### src/rtl/spi_bank_pkg.sv
package spi_bank_pkg;

  localparam int FRAME_W       = 24;
  localparam int DATA_W        = 16;
  localparam int ADDR_W        = 8;
  localparam int NUM_BANKS     = 3;
  localparam int REGS_PER_BANK = 4;

  localparam logic [ADDR_W-1:0] OP_NOP       = 8'h00;
  localparam logic [ADDR_W-1:0] OP_READ      = 8'h01;
  localparam logic [ADDR_W-1:0] ADDR_BANKSEL = 8'h02;
  localparam logic [ADDR_W-1:0] READ_TAG     = 8'h01;
  localparam logic [ADDR_W-1:0] REG_BASE     = 8'h10;

  // Decoded view of one completed frame
  typedef struct packed {
    logic              commit;
    logic              rd_req;
    logic              sel_wr;
    logic              reg_wr;
    logic [ADDR_W-1:0] addr;
    logic [DATA_W-1:0] data;
  } cmd_t;

  function automatic logic [DATA_W-1:0] reg_default(input int bank, input int idx);
    return DATA_W'((bank + 1) * 4096 + idx);
  endfunction

endpackage

### src/rtl/spi_frame_shifter.sv
module spi_frame_shifter
  import spi_bank_pkg::*;
#(
  parameter int FW = FRAME_W
) (
  input  logic          clk,
  input  logic          rst_n,
  input  logic          sclk_i,
  input  logic          cs_n_i,
  input  logic          mosi_i,
  input  logic [FW-1:0] tx_word_i,
  output logic          frame_vld_o,
  output logic [FW-1:0] frame_o,
  output logic          miso_o,
  output logic          tx_evt_o
);

  localparam int CW = $clog2(FW + 1);

  logic [1:0]    sclk_meta_q, cs_meta_q, mosi_meta_q;
  logic          sclk_d_q, cs_d_q;
  logic          sclk_s, cs_s, mosi_s;
  logic          sclk_rise, sclk_fall, cs_start, cs_stop;

  logic [FW-1:0] rx_q, rx_n;
  logic [FW-1:0] tx_q, tx_n;
  logic [CW-1:0] cnt_q, cnt_n;
  logic          vld_q, vld_n;

  // Pin synchronizers and edge history
  always_ff @(posedge clk or negedge rst_n) begin
    if (!rst_n) begin
      sclk_meta_q <= 2'b00;
      cs_meta_q   <= 2'b11;
      mosi_meta_q <= 2'b00;
      sclk_d_q    <= 1'b0;
      cs_d_q      <= 1'b1;
    end else begin
      sclk_meta_q <= {sclk_meta_q[0], sclk_i};
      cs_meta_q   <= {cs_meta_q[0], cs_n_i};
      mosi_meta_q <= {mosi_meta_q[0], mosi_i};
      sclk_d_q    <= sclk_meta_q[1];
      cs_d_q      <= cs_meta_q[1];
    end
  end

  assign sclk_s    = sclk_meta_q[1];
  assign cs_s      = cs_meta_q[1];
  assign mosi_s    = mosi_meta_q[1];
  assign sclk_rise = sclk_s & ~sclk_d_q & ~cs_s;
  assign sclk_fall = ~sclk_s & sclk_d_q & ~cs_s;
  assign cs_start  = ~cs_s & cs_d_q;
  assign cs_stop   = cs_s & ~cs_d_q;

  always_comb begin
    rx_n  = rx_q;
    tx_n  = tx_q;
    cnt_n = cnt_q;
    vld_n = 1'b0;
    if (cs_s) begin
      cnt_n = '0;
      tx_n  = '0;
    end else if (cs_start) begin
      cnt_n = '0;
      tx_n  = tx_word_i;
    end else begin
      if (sclk_rise && (cnt_q < CW'(FW))) begin
        rx_n  = {rx_q[FW-2:0], mosi_s};
        cnt_n = cnt_q + 1'b1;
        vld_n = (cnt_q == CW'(FW - 1));
      end
      if (sclk_fall) begin
        tx_n = {tx_q[FW-2:0], 1'b0};
      end
    end
  end

  always_ff @(posedge clk or negedge rst_n) begin
    if (!rst_n) begin
      rx_q  <= '0;
      tx_q  <= '0;
      cnt_q <= '0;
      vld_q <= 1'b0;
    end else begin
      rx_q  <= rx_n;
      tx_q  <= tx_n;
      cnt_q <= cnt_n;
      vld_q <= vld_n;
    end
  end

  assign frame_vld_o = vld_q;
  assign frame_o     = rx_q;
  assign miso_o      = tx_q[FW-1];
  assign tx_evt_o    = sclk_fall | cs_start | cs_stop;

endmodule

### src/rtl/spi_cmd_decode.sv
module spi_cmd_decode
  import spi_bank_pkg::*;
#(
  parameter int NB = NUM_BANKS
) (
  input  logic               frame_vld_i,
  input  logic [FRAME_W-1:0] frame_i,
  output cmd_t               cmd_o
);

  logic [ADDR_W-1:0] op;
  logic [DATA_W-1:0] payload;
  logic              code_ok;

  assign op      = frame_i[FRAME_W-1:DATA_W];
  assign payload = frame_i[DATA_W-1:0];
  assign code_ok = ($countones(payload) == 1) && ((payload >> NB) == '0);

  always_comb begin
    cmd_o        = '0;
    cmd_o.commit = frame_vld_i;
    cmd_o.rd_req = frame_vld_i && (op == OP_READ) && (payload[ADDR_W-1:0] == READ_TAG);
    cmd_o.sel_wr = frame_vld_i && (op == ADDR_BANKSEL) && code_ok;
    cmd_o.reg_wr = frame_vld_i && (op != OP_NOP) && (op != OP_READ) && (op != ADDR_BANKSEL);
    cmd_o.addr   = (op == OP_READ) ? payload[DATA_W-1:ADDR_W] : op;
    cmd_o.data   = payload;
  end

endmodule

### src/rtl/spi_bank_array.sv
module spi_bank_array
  import spi_bank_pkg::*;
#(
  parameter int NB = NUM_BANKS,
  parameter int NR = REGS_PER_BANK,
  parameter int DW = DATA_W
) (
  input  logic                clk,
  input  logic                rst_n,
  input  logic [NB-1:0]       bank_sel_i,
  input  logic                wr_en_i,
  input  logic [ADDR_W-1:0]   addr_i,
  input  logic [DW-1:0]       wr_data_i,
  output logic [DW-1:0]       rd_data_o,
  output logic [NB*NR*DW-1:0] cfg_o
);

  logic [NB*NR*DW-1:0] cfg_flat;

  for (genvar b = 0; b < NB; b++) begin : g_bank
    for (genvar i = 0; i < NR; i++) begin : g_reg
      localparam logic [ADDR_W-1:0] RADDR = ADDR_W'(int'(REG_BASE) + i);
      logic [DW-1:0] val_q, val_n;
      logic          wr_hit;

      assign wr_hit = wr_en_i && bank_sel_i[b] && (addr_i == RADDR);

      always_comb begin
        val_n = val_q;
        if (wr_hit) val_n = wr_data_i;
      end

      always_ff @(posedge clk or negedge rst_n) begin
        if (!rst_n) val_q <= reg_default(b, i);
        else        val_q <= val_n;
      end

      assign cfg_flat[(b*NR+i)*DW +: DW] = val_q;
    end
  end

  always_comb begin
    rd_data_o = '0;
    for (int b = 0; b < NB; b++) begin
      for (int i = 0; i < NR; i++) begin
        if (bank_sel_i[b] && (addr_i == ADDR_W'(int'(REG_BASE) + i)))
          rd_data_o = rd_data_o | cfg_flat[(b*NR+i)*DW +: DW];
      end
    end
  end

  assign cfg_o = cfg_flat;

endmodule

### src/rtl/spi_bank_regs.sv
module spi_bank_regs
  import spi_bank_pkg::*;
#(
  parameter int NUM_B = NUM_BANKS,
  parameter int NUM_R = REGS_PER_BANK
) (
  input  logic                         clk,
  input  logic                         rst_n,
  input  logic                         sclk,
  input  logic                         cs_n,
  input  logic                         mosi,
  output logic                         miso,
  output logic [NUM_B*NUM_R*DATA_W-1:0] cfg_o
);

  localparam int PAD_W = FRAME_W - DATA_W;

  logic               frm_vld;
  logic [FRAME_W-1:0] frm_word;
  logic [FRAME_W-1:0] tx_word;
  logic               tx_evt;
  cmd_t               cmd;

  logic [NUM_B-1:0]   bank_sel_q, bank_sel_n;
  logic [DATA_W-1:0]  resp_q, resp_n;
  logic [DATA_W-1:0]  arr_rd;
  logic [DATA_W-1:0]  rd_mux;

  spi_frame_shifter #(.FW(FRAME_W)) u_shift (
    .clk         (clk),
    .rst_n       (rst_n),
    .sclk_i      (sclk),
    .cs_n_i      (cs_n),
    .mosi_i      (mosi),
    .tx_word_i   (tx_word),
    .frame_vld_o (frm_vld),
    .frame_o     (frm_word),
    .miso_o      (miso),
    .tx_evt_o    (tx_evt)
  );

  spi_cmd_decode #(.NB(NUM_B)) u_dec (
    .frame_vld_i (frm_vld),
    .frame_i     (frm_word),
    .cmd_o       (cmd)
  );

  spi_bank_array #(.NB(NUM_B), .NR(NUM_R), .DW(DATA_W)) u_arr (
    .clk       (clk),
    .rst_n     (rst_n),
    .bank_sel_i(bank_sel_q),
    .wr_en_i   (cmd.reg_wr),
    .addr_i    (cmd.addr),
    .wr_data_i (cmd.data),
    .rd_data_o (arr_rd),
    .cfg_o     (cfg_o)
  );

  assign rd_mux = (cmd.addr == ADDR_BANKSEL) ? DATA_W'(bank_sel_q) : arr_rd;

  always_comb begin
    bank_sel_n = bank_sel_q;
    resp_n     = resp_q;
    if (cmd.sel_wr) bank_sel_n = cmd.data[NUM_B-1:0];
    if (cmd.commit) resp_n = cmd.rd_req ? rd_mux : '0;
  end

  always_ff @(posedge clk or negedge rst_n) begin
    if (!rst_n) begin
      bank_sel_q <= NUM_B'(1);
      resp_q     <= '0;
    end else begin
      bank_sel_q <= bank_sel_n;
      resp_q     <= resp_n;
    end
  end

  assign tx_word = {resp_q, {PAD_W{1'b0}}};

endmodule

### config.mk
export PLATFORM = sky130hd
export DESIGN_NAME = spi_bank_regs
export DESIGN_NICKNAME = d
export VERILOG_FILES = /design/src/rtl/spi_bank_pkg.sv /design/src/rtl/spi_frame_shifter.sv /design/src/rtl/spi_cmd_decode.sv /design/src/rtl/spi_bank_array.sv /design/src/rtl/spi_bank_regs.sv
export SDC_FILE = /design/constraint.sdc
export NUM_CORES = 1
export LEC_CHECK = 0
export ABC_AREA = 1
export BUFFER_PORTS_ARGS = -buffer_cell sky130_fd_sc_hd__buf_2
export CELL_PAD_IN_SITES_DETAIL_PLACEMENT = 1
export CELL_PAD_IN_SITES_GLOBAL_PLACEMENT = 1
export CORE_MARGIN = 5
export CORE_UTILIZATION = 38
export CTS_CLUSTER_DIAMETER = 120
export DETAILED_ROUTE_END_ITERATION = 12
export HOLD_SLACK_MARGIN = 0.12
export PLACE_DENSITY = 0.81
export SLEW_MARGIN = 10
export SYNTH_ARGS = -nofsm -noshare
export SYNTH_HDL_FRONTEND = slang
export SYNTH_SLANG_ARGS = --single-unit
### constraint.sdc
create_clock -name clk -period 4.6 [get_ports clk]
set_input_delay 0.92 -clock clk [delete_from_list [all_inputs] [get_ports clk]]
set_output_delay 0.92 -clock clk [all_outputs]
set_load 0.01 [all_outputs]
## Yosys cells after proc, flatten, opt, wreduce, memory -nomap -nowiden

Index checks and enable logic that the tools add are counted.

| word-level totals | value |
|---|---|
| register bits after elaboration | 273 |
| input port bits | 5 |
| output and inout port bits | 193 |

| operators by class | value |
|---|---|
| add/subtract/negate cells | 16 |
| order comparisons | 1 |
| eq/ne operators | 12 |
| muxes and demuxes | 24 |
| bitwise operators | 20 |
| reductions and logical operators | 41 |

Operators with widths:

| operator | count |
|---|---|
| adder 32 bit | 7 |
| two-way mux 16 bit | 14 |
| OR 16 bit | 11 |
| two-way mux 24 bit | 3 |
| logical AND 1 bit | 36 |
| equality test 32 x 2 -> 1 bit, second input constant | 1 |
| equality test 8 x 5 -> 1 bit, second input constant | 4 |
| adder 1 x 1 -> 2 bit | 8 |
| equality test 8 x 1 -> 1 bit, second input constant | 2 |
| equality test 8 x 2 -> 1 bit, second input constant | 2 |
| zero test 16 bit | 1 |
| two-way mux 5 bit | 3 |
| two-way mux 8 bit | 1 |
| != test 8 x 1 -> 1 bit, second input constant | 1 |
| != test 8 x 2 -> 1 bit, second input constant | 1 |
| nonzero test 8 bit | 1 |
| nonzero test 3 bit | 2 |
| adder 5 x 1 -> 5 bit, second input constant | 1 |
| bitwise AND 1 bit | 5 |
| equality test 5 bit, second input constant | 1 |
| < comparator 5 bit, second input constant | 1 |
| inverter 1 bit | 4 |
| two-way mux 1 bit | 3 |
| AND reduction 3 bit | 1 |

## Depth between registers and ports, before layout

Gate-level depths: netlist of the first run.

| depth | value |
|---|---|
| depth after elaboration | 29 |
| gate-level depth with buffers | 18 |

## Modules after synthesis

From an unflattened synthesis of the first run, not the netlist that was laid out.

| second synthesis, totals | value |
|---|---|
| cell total of the unflattened synthesis | 1,646 |
| area total of the unflattened synthesis | 13,669.4 um^2 |

By module, submodules not included:

| module | times used | cells each | area an instance (um^2) | seq. area each (um^2) |
|---|---|---|---|---|
| spi_bank_array | 1 | 1,093 | 9,157.5 | 4,839.6 |
| spi_frame_shifter | 1 | 332 | 2,788.9 | 1,555.2 |
| spi_bank_regs | 1 | 106 | 929.6 | 476.7 |
| spi_cmd_decode | 1 | 115 | 793.3 | 0.0 |

## Worst setup path after synthesis of the first run

No wires, ideal clock.

| timing | value |
|---|---|
| path type | register to register |
| from | register u_shift.rx_q[4], in the netlist u_shift.frame_o[4] |
| to | register bank_sel_q[1] |
| library setup time | 0.148 ns |
| data arrival time | 4.434 ns |
| slack | 0.017 ns |
| stages on the path, launching flop included | 16 |
| buffers on the path | 1 |
| clock period less this slack | 4.583 ns |
| path through | dfrtp_1 > inv_1 > clkbuf_1 > ha_1 > inv_1 > fa_1 > inv_1 > fa_1 > fa_1 > fa_1 > ha_1 > fa_1 > nor4_1 > nand4_1 > nor4_1 > o21ai_0 |

| on the way | value |
|---|---|
| word-level cells in the longest chain between the ends | 7 |
| elaborated cells between the ends (all ways) | 8 |
| classes of those cells | 4 x add/sub; 1 x eq/ne; 3 x reduce/logical |

Ends and longest elaborated chain:

| what | RTL line | text |
|---|---|---|
| from (decl) | spi_frame_shifter.sv:25 | `logic [FW-1:0] rx_q, rx_n;` |
| from (signal assigned) | spi_frame_shifter.sv:85 | `rx_q <= rx_n;` |
| adder 1 x 1 -> 2 bit (not written as such) | spi_cmd_decode.sv:17 | `assign code_ok = ($countones(payload) == 1) && ((payload >> NB) == '0);` |
| adder 32 bit (not written as such) (3 in a row) | spi_cmd_decode.sv:17 |  |
| equality test 32 x 2 -> 1 bit | spi_cmd_decode.sv:17 |  |
| logical AND 1 bit * | spi_cmd_decode.sv:17 |  |
| logical AND 1 bit * | spi_cmd_decode.sv:23 | `cmd_o.sel_wr = frame_vld_i && (op == ADDR_BANKSEL) && code_ok;` |
| to (signal assigned) | spi_bank_regs.sv:73 | `bank_sel_q <= bank_sel_n;` |
| to (decl) | spi_bank_regs.sv:24 | `logic [NUM_B-1:0] bank_sel_q, bank_sel_n;` |

Mark *: on every way between the ends. The rest lies on a longest branch, timed or not.
A chain may end at the register's enable or synchronous reset.

## Final worst setup path of the first run

| timing | value |
|---|---|
| from | register u_shift.rx_q[12], in the netlist u_shift.frame_o[12] |
| to | register bank_sel_q[1] |

Same word-level chain as after synthesis.

==> impl_metrics.csv, run 1 <==
group,metric,value,unit
timing,final.setup.tns,0,ns
clock_tree,ctsHtreeMaxLevel,1,
timing,drv_slew,0,
timing,rsz0062_at_grt,"no",
power_and_ir_drop,pwr_dens,337.0,nW/µm²
timing,timing_worst_slew_pin_value,1.239,ns
timing,hold_ws,0.3453,ns
die,fp.dieW,190.3,µm
routing,routed_wire_length,48.09,mm
clock_tree,cts_max_path_buffers,3,
timing,layout_min_cycle_time,4.420,ns
yosys,yosys_top_cell_area_share,47.21,%
die,placement_rows,66,
routing,ant_nets,0,
finish,num-nets-final,1676,
clock_tree,cts_buffers,30,
power_and_ir_drop,report.power.total,4982,µW
yosys,syn-mean-instance-area,8.402,µm²
yosys,synth_nets,1504,
clock_tree,cts.reportedPaths.clkPinSlew,0.06,ns
global_route,grt_usage,26.21,%
setup_path,critPathBufInv,3,
clock_tree,clock_sink_count,265,
yosys,synth.largest_area_cell,"sky130_fd_sc_hd__dfrtp_1",
yosys,async_flop_share,100.0,%
global_route,grt_overflow_total,0,
die,floorplan.die_area,36210,µm²
power_and_ir_drop,switching_power,1196,µW
setup_path,worstSetupEndpointType,"flop",
timing,achievable-frequency,226.2,MHz
power_and_ir_drop,peakVddDrop,0.2130,mV
place,globalplace.congestion,0.9506,
outcome,run_status,"completed",
setup_path,crit_path_start_kind,"flop",
timing,count_of_final_hold_check_violations,0,
setup_path,path_common_cell,"sky130_fd_sc_hd__fa_1",
place,number_of_buffer_cells_added_on_primary_ports,197,
timing,final-setup-viol-count,0,
setup_path,crit_path_top_delay_cell,"sky130_fd_sc_hd__fa_1",
routing,drc,0,
yosys,netlist_instances,1470,
clock_tree,clockRootBuffer,"sky130_fd_sc_hd__clkbuf_16",
yosys,post_syn_area,12350,µm²
timing,timing.final.ws_setup,0.1796,ns
global_route,grt_pass1_wl,73.40,mm
yosys,synth_ff_type,"sky130_fd_sc_hd__dfrtp_1",
routing,first_drt_pass_iteration_count,5,
setup_path,biggest_cell_delay_along_the_critical_path,0.55,ns
routing,initial_drc_count,801,
finish,layout.cell_area.non_filler,14780,µm²
yosys,count_of_unique_library_cells_instantiated_by_yosys,32,
place,placed_area,13690,µm²
die,initial_core_utilization,38.25,%
min_path,min_path_type,"reg -> reg",
die,ios,198,
finish,p_r_area_growth_vs_syn,19.70,%
timing,worst_slew_margin_rel,17.21,%
yosys,yosys_warnings,0,
clock_tree,tritoncts_clock_tree,"done",
finish,antenna-diode-count,0,
yosys,synth_edf_count,0,
global_route,largest_net_degree_at_the_start_of_global_routing,104,
setup_path,timing.critical_path.required,5.02,ns
finish,drive_gt1_share,21.49,%
global_route,grt_pass1_vias,12130,
timing,fin_skew,0.01012,ns
die,floorplan.core_area,32290,µm²
power_and_ir_drop,proportion_of_power_drawn_by_flip_flops_and_latches,47.8,%
place,detailed_place_hpwl,34.07,mm
yosys,ys_seq_area_share,54.02,%
routing,route.detailed.wl_per_inst,22.81,µm
power_and_ir_drop,comb_power_share,5.5,%
routing,drt-vias-per-instance,5.463,
flow_run,drv_cap,0,
setup_path,path_max_fanout,6,
power_and_ir_drop,internal_power,3786,µW
setup_path,worst_path_cell_chain,"ha_4, fa_1, inv_2, fa_1, fa_1, inv_2, fa_1, ha_2, fa_1, nor4_2, nand4_1, nor4_2, buf_4, o21ai_0",
setup_path,timing.setup.critical_path_class,"reg -> reg",
global_route,initial_antenna_violation_count,0,
timing,portion_of_the_clock_cycle_consumed_by_the_worst_path_in_the_final_layout,96.10,%
place,preCtsSetupSlack,-0.07130,ns
routing,routed-via-count,11520,
power_and_ir_drop,power.switching_fraction,24.01,%
die,die_y_extent,190.3,µm
yosys,synth-seq-cells,265,
power_and_ir_drop,p_leak,0.007533,µW
setup_path,cp_top_family,"adder cells",
power_and_ir_drop,clock_power_share,46.6,%
clock_tree,clkLatencyLatePin,0.56,ns
setup_path,cp_arrival,4.84,ns
yosys,yosys-top-cells-area,"sky130_fd_sc_hd__dfrtp_1 47%, sky130_fd_sc_hd__nand2_1 16%, sky130_fd_sc_hd__dfstp_2 6.8%",
## cells in the mapped netlist, types with 2 or more instances
library cell / count
sky130_fd_sc_hd__nand2_4: 2
sky130_fd_sc_hd__nand2_1: 539
sky130_fd_sc_hd__buf_6: 2
sky130_fd_sc_hd__ha_1: 18
sky130_fd_sc_hd__clkinv_1: 2
sky130_fd_sc_hd__inv_1: 69
sky130_fd_sc_hd__o21ai_1: 70
sky130_fd_sc_hd__dfstp_2: 32
sky130_fd_sc_hd__buf_4: 3
sky130_fd_sc_hd__nand2_2: 7
sky130_fd_sc_hd__nor3_1: 4
sky130_fd_sc_hd__nor2_2: 6
sky130_fd_sc_hd__fa_1: 11
sky130_fd_sc_hd__nor4_1: 5
sky130_fd_sc_hd__clkbuf_1: 51
sky130_fd_sc_hd__nand3_1: 43
sky130_fd_sc_hd__nand4_1: 72
sky130_fd_sc_hd__nor2_1: 66
sky130_fd_sc_hd__inv_2: 3
sky130_fd_sc_hd__dfrtp_1: 233
sky130_fd_sc_hd__o21ai_0: 159
sky130_fd_sc_hd__nor2_4: 9
sky130_fd_sc_hd__buf_2: 36
sky130_fd_sc_hd__a31oi_1: 15
sky130_fd_sc_hd__a21oi_1: 5
sky130_fd_sc_hd__nor2_8: 2
## cell families (layout without fill, tap and decap cells)
logic type	after synthesis	in the layout	synth area share, %
flip-flops	265	265	54.02
XOR/XNOR	1	1	0.07093
buffers and inverters	168	364	5.693
adder cells (fa/ha/maj)	29	29	3.607
AO/OA/AOI/OAI	251	251	10.38
AND/OR/NAND/NOR	756	756	26.23
## placed cells by master, fill, tap and decap left out, types with 2 or more instances in the layout
| cell type | n |
|---|---|
| sky130_fd_sc_hd__nand2_1 | 538 |
| sky130_fd_sc_hd__dfrtp_1 | 230 |
| sky130_fd_sc_hd__buf_2 | 196 |
| sky130_fd_sc_hd__o21ai_0 | 158 |
| sky130_fd_sc_hd__nand4_1 | 72 |
| sky130_fd_sc_hd__o21ai_1 | 71 |
| sky130_fd_sc_hd__inv_1 | 65 |
| sky130_fd_sc_hd__nor2_1 | 64 |
| sky130_fd_sc_hd__nand3_1 | 43 |
| sky130_fd_sc_hd__buf_4 | 36 |
| sky130_fd_sc_hd__dfstp_2 | 32 |
| sky130_fd_sc_hd__clkbuf_16 | 31 |
| sky130_fd_sc_hd__a31oi_1 | 15 |
| sky130_fd_sc_hd__clkbuf_1 | 15 |
| sky130_fd_sc_hd__ha_1 | 12 |
| sky130_fd_sc_hd__nor2_4 | 9 |
| sky130_fd_sc_hd__nor2_2 | 8 |
| sky130_fd_sc_hd__nand2_2 | 8 |
| sky130_fd_sc_hd__fa_1 | 8 |
| sky130_fd_sc_hd__inv_2 | 7 |
| sky130_fd_sc_hd__clkbuf_8 | 7 |
| sky130_fd_sc_hd__a21oi_1 | 5 |
| sky130_fd_sc_hd__nor3_1 | 4 |
| sky130_fd_sc_hd__nor4_1 | 3 |
| sky130_fd_sc_hd__fa_2 | 3 |
| sky130_fd_sc_hd__ha_4 | 3 |
| sky130_fd_sc_hd__ha_2 | 3 |
| sky130_fd_sc_hd__clkinv_2 | 3 |
| sky130_fd_sc_hd__dfrtp_2 | 3 |
| sky130_fd_sc_hd__nor2_8 | 2 |
| sky130_fd_sc_hd__nand2_4 | 2 |
| sky130_fd_sc_hd__clkinv_1 | 2 |
| sky130_fd_sc_hd__nor4_2 | 2 |
## final cells by class
| class | count | area, µm² |
|---|---|---|
| sequential | 265 | 6675 |
| multi-input combinational | 1037 | 5049 |
| clock inverter | 3 | 15.01 |
| tap | 442 | 553.0 |
| timing repair buffer | 234 | 1286 |
| clock buffer | 53 | 928.4 |
| fill | 3893 | 17500 |
| inverter | 74 | 277.8 |
## registers in the layout, indices dropped and copies added (netlist names)
| signal | cells |
|---|---|
| bank_sel_q | 3 |
| u_shift.frame_vld_o | 1 |
| u_shift.tx_q | 16 |
| resp_q | 16 |
| u_shift.cs_d_q | 1 |
| u_shift.frame_o | 24 |
| u_shift.sclk_d_q | 1 |
| u_shift.cs_meta_q | 2 |
| u_shift.cnt_q | 5 |
| u_shift.mosi_meta_q | 2 |
| u_arr.g_bank.g.val_q | 192 |
| u_shift.sclk_meta_q | 2 |
## metal layers
metal  vias up  wire [µm]  global-route usage (%)
li1       5134          -                       -
met1      5820      19360                   33.43
met2       450      23460                   44.39
met3       111       2991                   4.010
met4         0       2273                   11.46
met5         -          0                       0
## power groups by stage
stage	sequential (µW)	combinational (µW)	clock (µW)
4_1_cts	2380	267	2350
3_5_place_dp	2420	254	0
5_1_grt	2380	306	2450
6_report	2380	276	2320
2_1_floorplan	2410	127	0
3_3_place_gp	2420	245	0
## final timing paths
check / from / to / slack [ns] / cells after the start
worst min-delay path: u_shift.sclk_meta_q[0] / u_shift.sclk_meta_q[1] / 0.35 / 0
worst min register to register: u_shift.sclk_meta_q[0] / u_shift.sclk_meta_q[1] / 0.35 / 0
min in group asynchronous: rst_n / u_shift.sclk_d_q / 0.42 / 1
worst max register to register: u_shift.frame_o[12] / bank_sel_q[1] / 0.18 / 14
max in group asynchronous: rst_n / u_arr.g_bank[1].g_reg[2].val_q[13] / 3.19 / 2
worst max-delay path: u_shift.frame_o[12] / bank_sel_q[1] / 0.18 / 14
## what timing repair did
action                                  in CTS  in global routing
pin swaps                                    2                 15
gates resized for setup                      3                 20
setup buffers                                0                 10
endpoints found under the setup margin       3                  3
hold buffers                                 0                  0
## stage by stage
stage                     cells  utilization, %
after global routing       2108           45.79
after global placement     2042           42.41
final                      2108           45.79
after detailed placement   2042           42.41
after floorplan            1470               -
after CTS                  2098           45.38
Power figures use the tool's default switching activity.
==> inputs of run 2 (changes only) <==
--- a/config.mk
+++ b/config.mk
@@ -10,11 +10,12 @@
 export CELL_PAD_IN_SITES_DETAIL_PLACEMENT = 1
 export CELL_PAD_IN_SITES_GLOBAL_PLACEMENT = 1
 export CORE_MARGIN = 5
-export CORE_UTILIZATION = 38
+export CORE_UTILIZATION = 40
+export CTS_BUF_LIST = sky130_fd_sc_hd__clkbuf_8
 export CTS_CLUSTER_DIAMETER = 120
 export DETAILED_ROUTE_END_ITERATION = 12
 export HOLD_SLACK_MARGIN = 0.12
-export PLACE_DENSITY = 0.81
+export PLACE_DENSITY = 0.84
 export SLEW_MARGIN = 10
 export SYNTH_ARGS = -nofsm -noshare
 export SYNTH_HDL_FRONTEND = slang
==> run 2 against run 1 <==
Effect of this change:
- clock power down 10%
- count of clock-buffer cells in the layout up 1
- via count grew 2.3%
- highest routed layer unchanged
- hold slack improved by 0.014 ns
- cell count is 1.4% lower
- design area shrank 1.5%
- first-iteration DRC count up 2.1%
- clock skew increased by 0.019 ns
- wire length about the same
- power down 5.0%
==> impl_metrics.csv, run 2 (synthesized netlist as in run 1, its figures left out) <==
group,metric,value,unit
outcome,run_status,"completed",
routing,initial_drc_count,818,
die,floorplan.die_area,34490,µm²
timing,fin_skew,0.02950,ns
place,number_of_buffer_cells_added_on_primary_ports,197,
routing,first_drt_pass_iteration_count,5,
power_and_ir_drop,peakVddDrop,0.1735,mV
timing,worst_slew_margin_rel,20.54,%
finish,most-common-layout-cells,"539 x sky130_fd_sc_hd__nand2_1, 232 x sky130_fd_sc_hd__dfrtp_1, 196 x sky130_fd_sc_hd__buf_2, 157 x sky130_fd_sc_hd__o21ai_0, 90 x sky130_fd_sc_hd__inv_1",
place,placed_area,13600,µm²
die,fp.dieW,185.7,µm
timing,layout_min_cycle_time,4.424,ns
setup_path,timing.setup.critical_path_class,"reg -> reg",
clock_tree,cts_max_path_buffers,3,
finish,combined_area_of_the_multi_input_logic_cells,5034,µm²
global_route,initial_antenna_violation_count,0,
setup_path,crit_path_top_delay_cell,"sky130_fd_sc_hd__fa_2",
clock_tree,clock_sink_count,265,
die,placement_rows,64,
finish,num-fill-cells,3699,
die,initial_core_utilization,40.48,%
timing,timing_worst_slew_pin_value,1.189,ns
setup_path,timing.critical_path.required,5.09,ns
clock_tree,clkLatencyLatePin,0.58,ns
global_route,grt_pass1_wl,73.37,mm
global_route,grt_usage,27.66,%
clock_tree,cts.reportedPaths.clkPinSlew,0.07,ns
finish,antenna-diode-count,0,
global_route,largest_net_degree_at_the_start_of_global_routing,122,
power_and_ir_drop,pwr_dens,324.9,nW/µm²
finish,most_common_cell_after_layout_fill_and_taps_aside,"sky130_fd_sc_hd__nand2_1",
setup_path,cp_top_family,"adder cells",
die,die_y_extent,185.7,µm
clock_tree,clockRootBuffer,"sky130_fd_sc_hd__clkbuf_8",
setup_path,biggest_cell_delay_along_the_critical_path,0.56,ns
routing,drc,0,
timing,achievable-frequency,226.0,MHz
routing,ant_nets,0,
setup_path,worstSetupEndpointType,"flop",
place,globalplace.congestion,0.9087,
global_route,grt_pass1_vias,12380,
routing,routed_wire_length,48.08,mm
routing,route.detailed.wl_per_inst,23.14,µm
finish,final_core_utilization,47.74,%
finish,max_flop_register,"u_arr.g_bank.g.val_q",
global_route,grt_overflow_total,0,
clock_tree,tritoncts_clock_tree,"done",
timing,portion_of_the_clock_cycle_consumed_by_the_worst_path_in_the_final_layout,96.18,%
flow_run,drv_cap,0,
clock_tree,cts_buffers,46,
min_path,hold-path-cell-count,0,
finish,drive_gt1_share,21.40,%
min_path,min_path_type,"reg -> reg",
die,floorplan.core_area,30510,µm²
setup_path,crit_path_start_kind,"flop",
finish,layout.cell_area.non_filler,14570,µm²
finish,largest_reg_flops,192,
clock_tree,ctsHtreeMaxLevel,2,
finish,layout.area.seq,6673,µm²
timing,count_of_final_hold_check_violations,0,
place,detailed_place_hpwl,33.31,mm
setup_path,path_max_fanout,6,
setup_path,r2r_cells,17,
setup_path,critPathBufInv,5,
timing,final-setup-viol-count,0,
power_and_ir_drop,p_leak,0.007565,µW
setup_path,cp_arrival,4.92,ns
setup_path,worst_path_cell_chain,"ha_4, inv_1, fa_2, inv_1, fa_2, inv_2, fa_1, inv_1, fa_1, ha_2, fa_1, nor4_2, nand4_1, nor4_2, buf_4, nand2_1, o21ai_1",
die,ios,198,
routing,routed-via-count,11780,
setup_path,worst-path-stages,17,
finish,p_r_area_growth_vs_syn,17.94,%
finish,num-nets-final,1683,
power_and_ir_drop,report.power.total,4733,µW
routing,drt-vias-per-instance,5.670,
timing,drv_slew,0,
[run 2: cell type report]
class	instances	area share, %
clock buffers	54	5.102
multi-input cells	1037	34.56
well taps	396	3.401
inverters	74	1.907
clock inverters	27	0.8590
repair buffers	225	8.366
flip-flops and latches	265	45.81
[run 2: timing repair]
action,4_1_cts,5_1_grt
hold buffers,0,0
pin swaps,0,8
endpoints found under the setup margin,2,3
gates resized for setup,1,16
setup buffers,0,6
[run 2: metrics by stage]
step	instances	worst slack [ns]	setup TNS, ns	hold slack [ns]
after floorplan	1470	0.01712	0	0.3312
after global placement	1991	0.1670	0	0.3441
after detailed placement	1991	0.02577	0	0.3485
after CTS	2072	0.04129	0	0.3626
after global routing	2078	-0.07225	-0.2122	0.3709
final	2078	0.1758	0	0.3593
[run 2: path summary, 6_finish.rpt]
check / from / endpoint / slack, ns
min in group asynchronous: rst_n / u_shift.frame_o[22] / 0.43
max in group asynchronous: rst_n / u_arr.g_bank[1].g_reg[1].val_q[5] / 3.10
min reg2reg: u_shift.mosi_meta_q[0] / u_shift.mosi_meta_q[1] / 0.36
min: u_shift.mosi_meta_q[0] / u_shift.mosi_meta_q[1] / 0.36
max: u_shift.frame_o[14] / bank_sel_q[2] / 0.18
max reg2reg: u_shift.frame_o[14] / bank_sel_q[2] / 0.18
[run 2: report_power, final]
group	total (µW)	internal, µW	switching, µW	leakage (µW)
Sequential	2380	2360	25.0	0.00356
Combinational	267	73.5	193	0.00348
Clock	2080	1070	1020	0.000531
Total	4730	3500	1230	0.00756
[run 2: per-layer routing]
layer | up-vias | track usage, % | share of wire [%]
met5 | - | 0 | 0
met4 | 0 | 12.04 | 5.0
met3 | 132 | 5.003 | 7.1
met2 | 516 | 46.04 | 48
met1 | 5964 | 35.51 | 40
li1 | 5171 | - | -
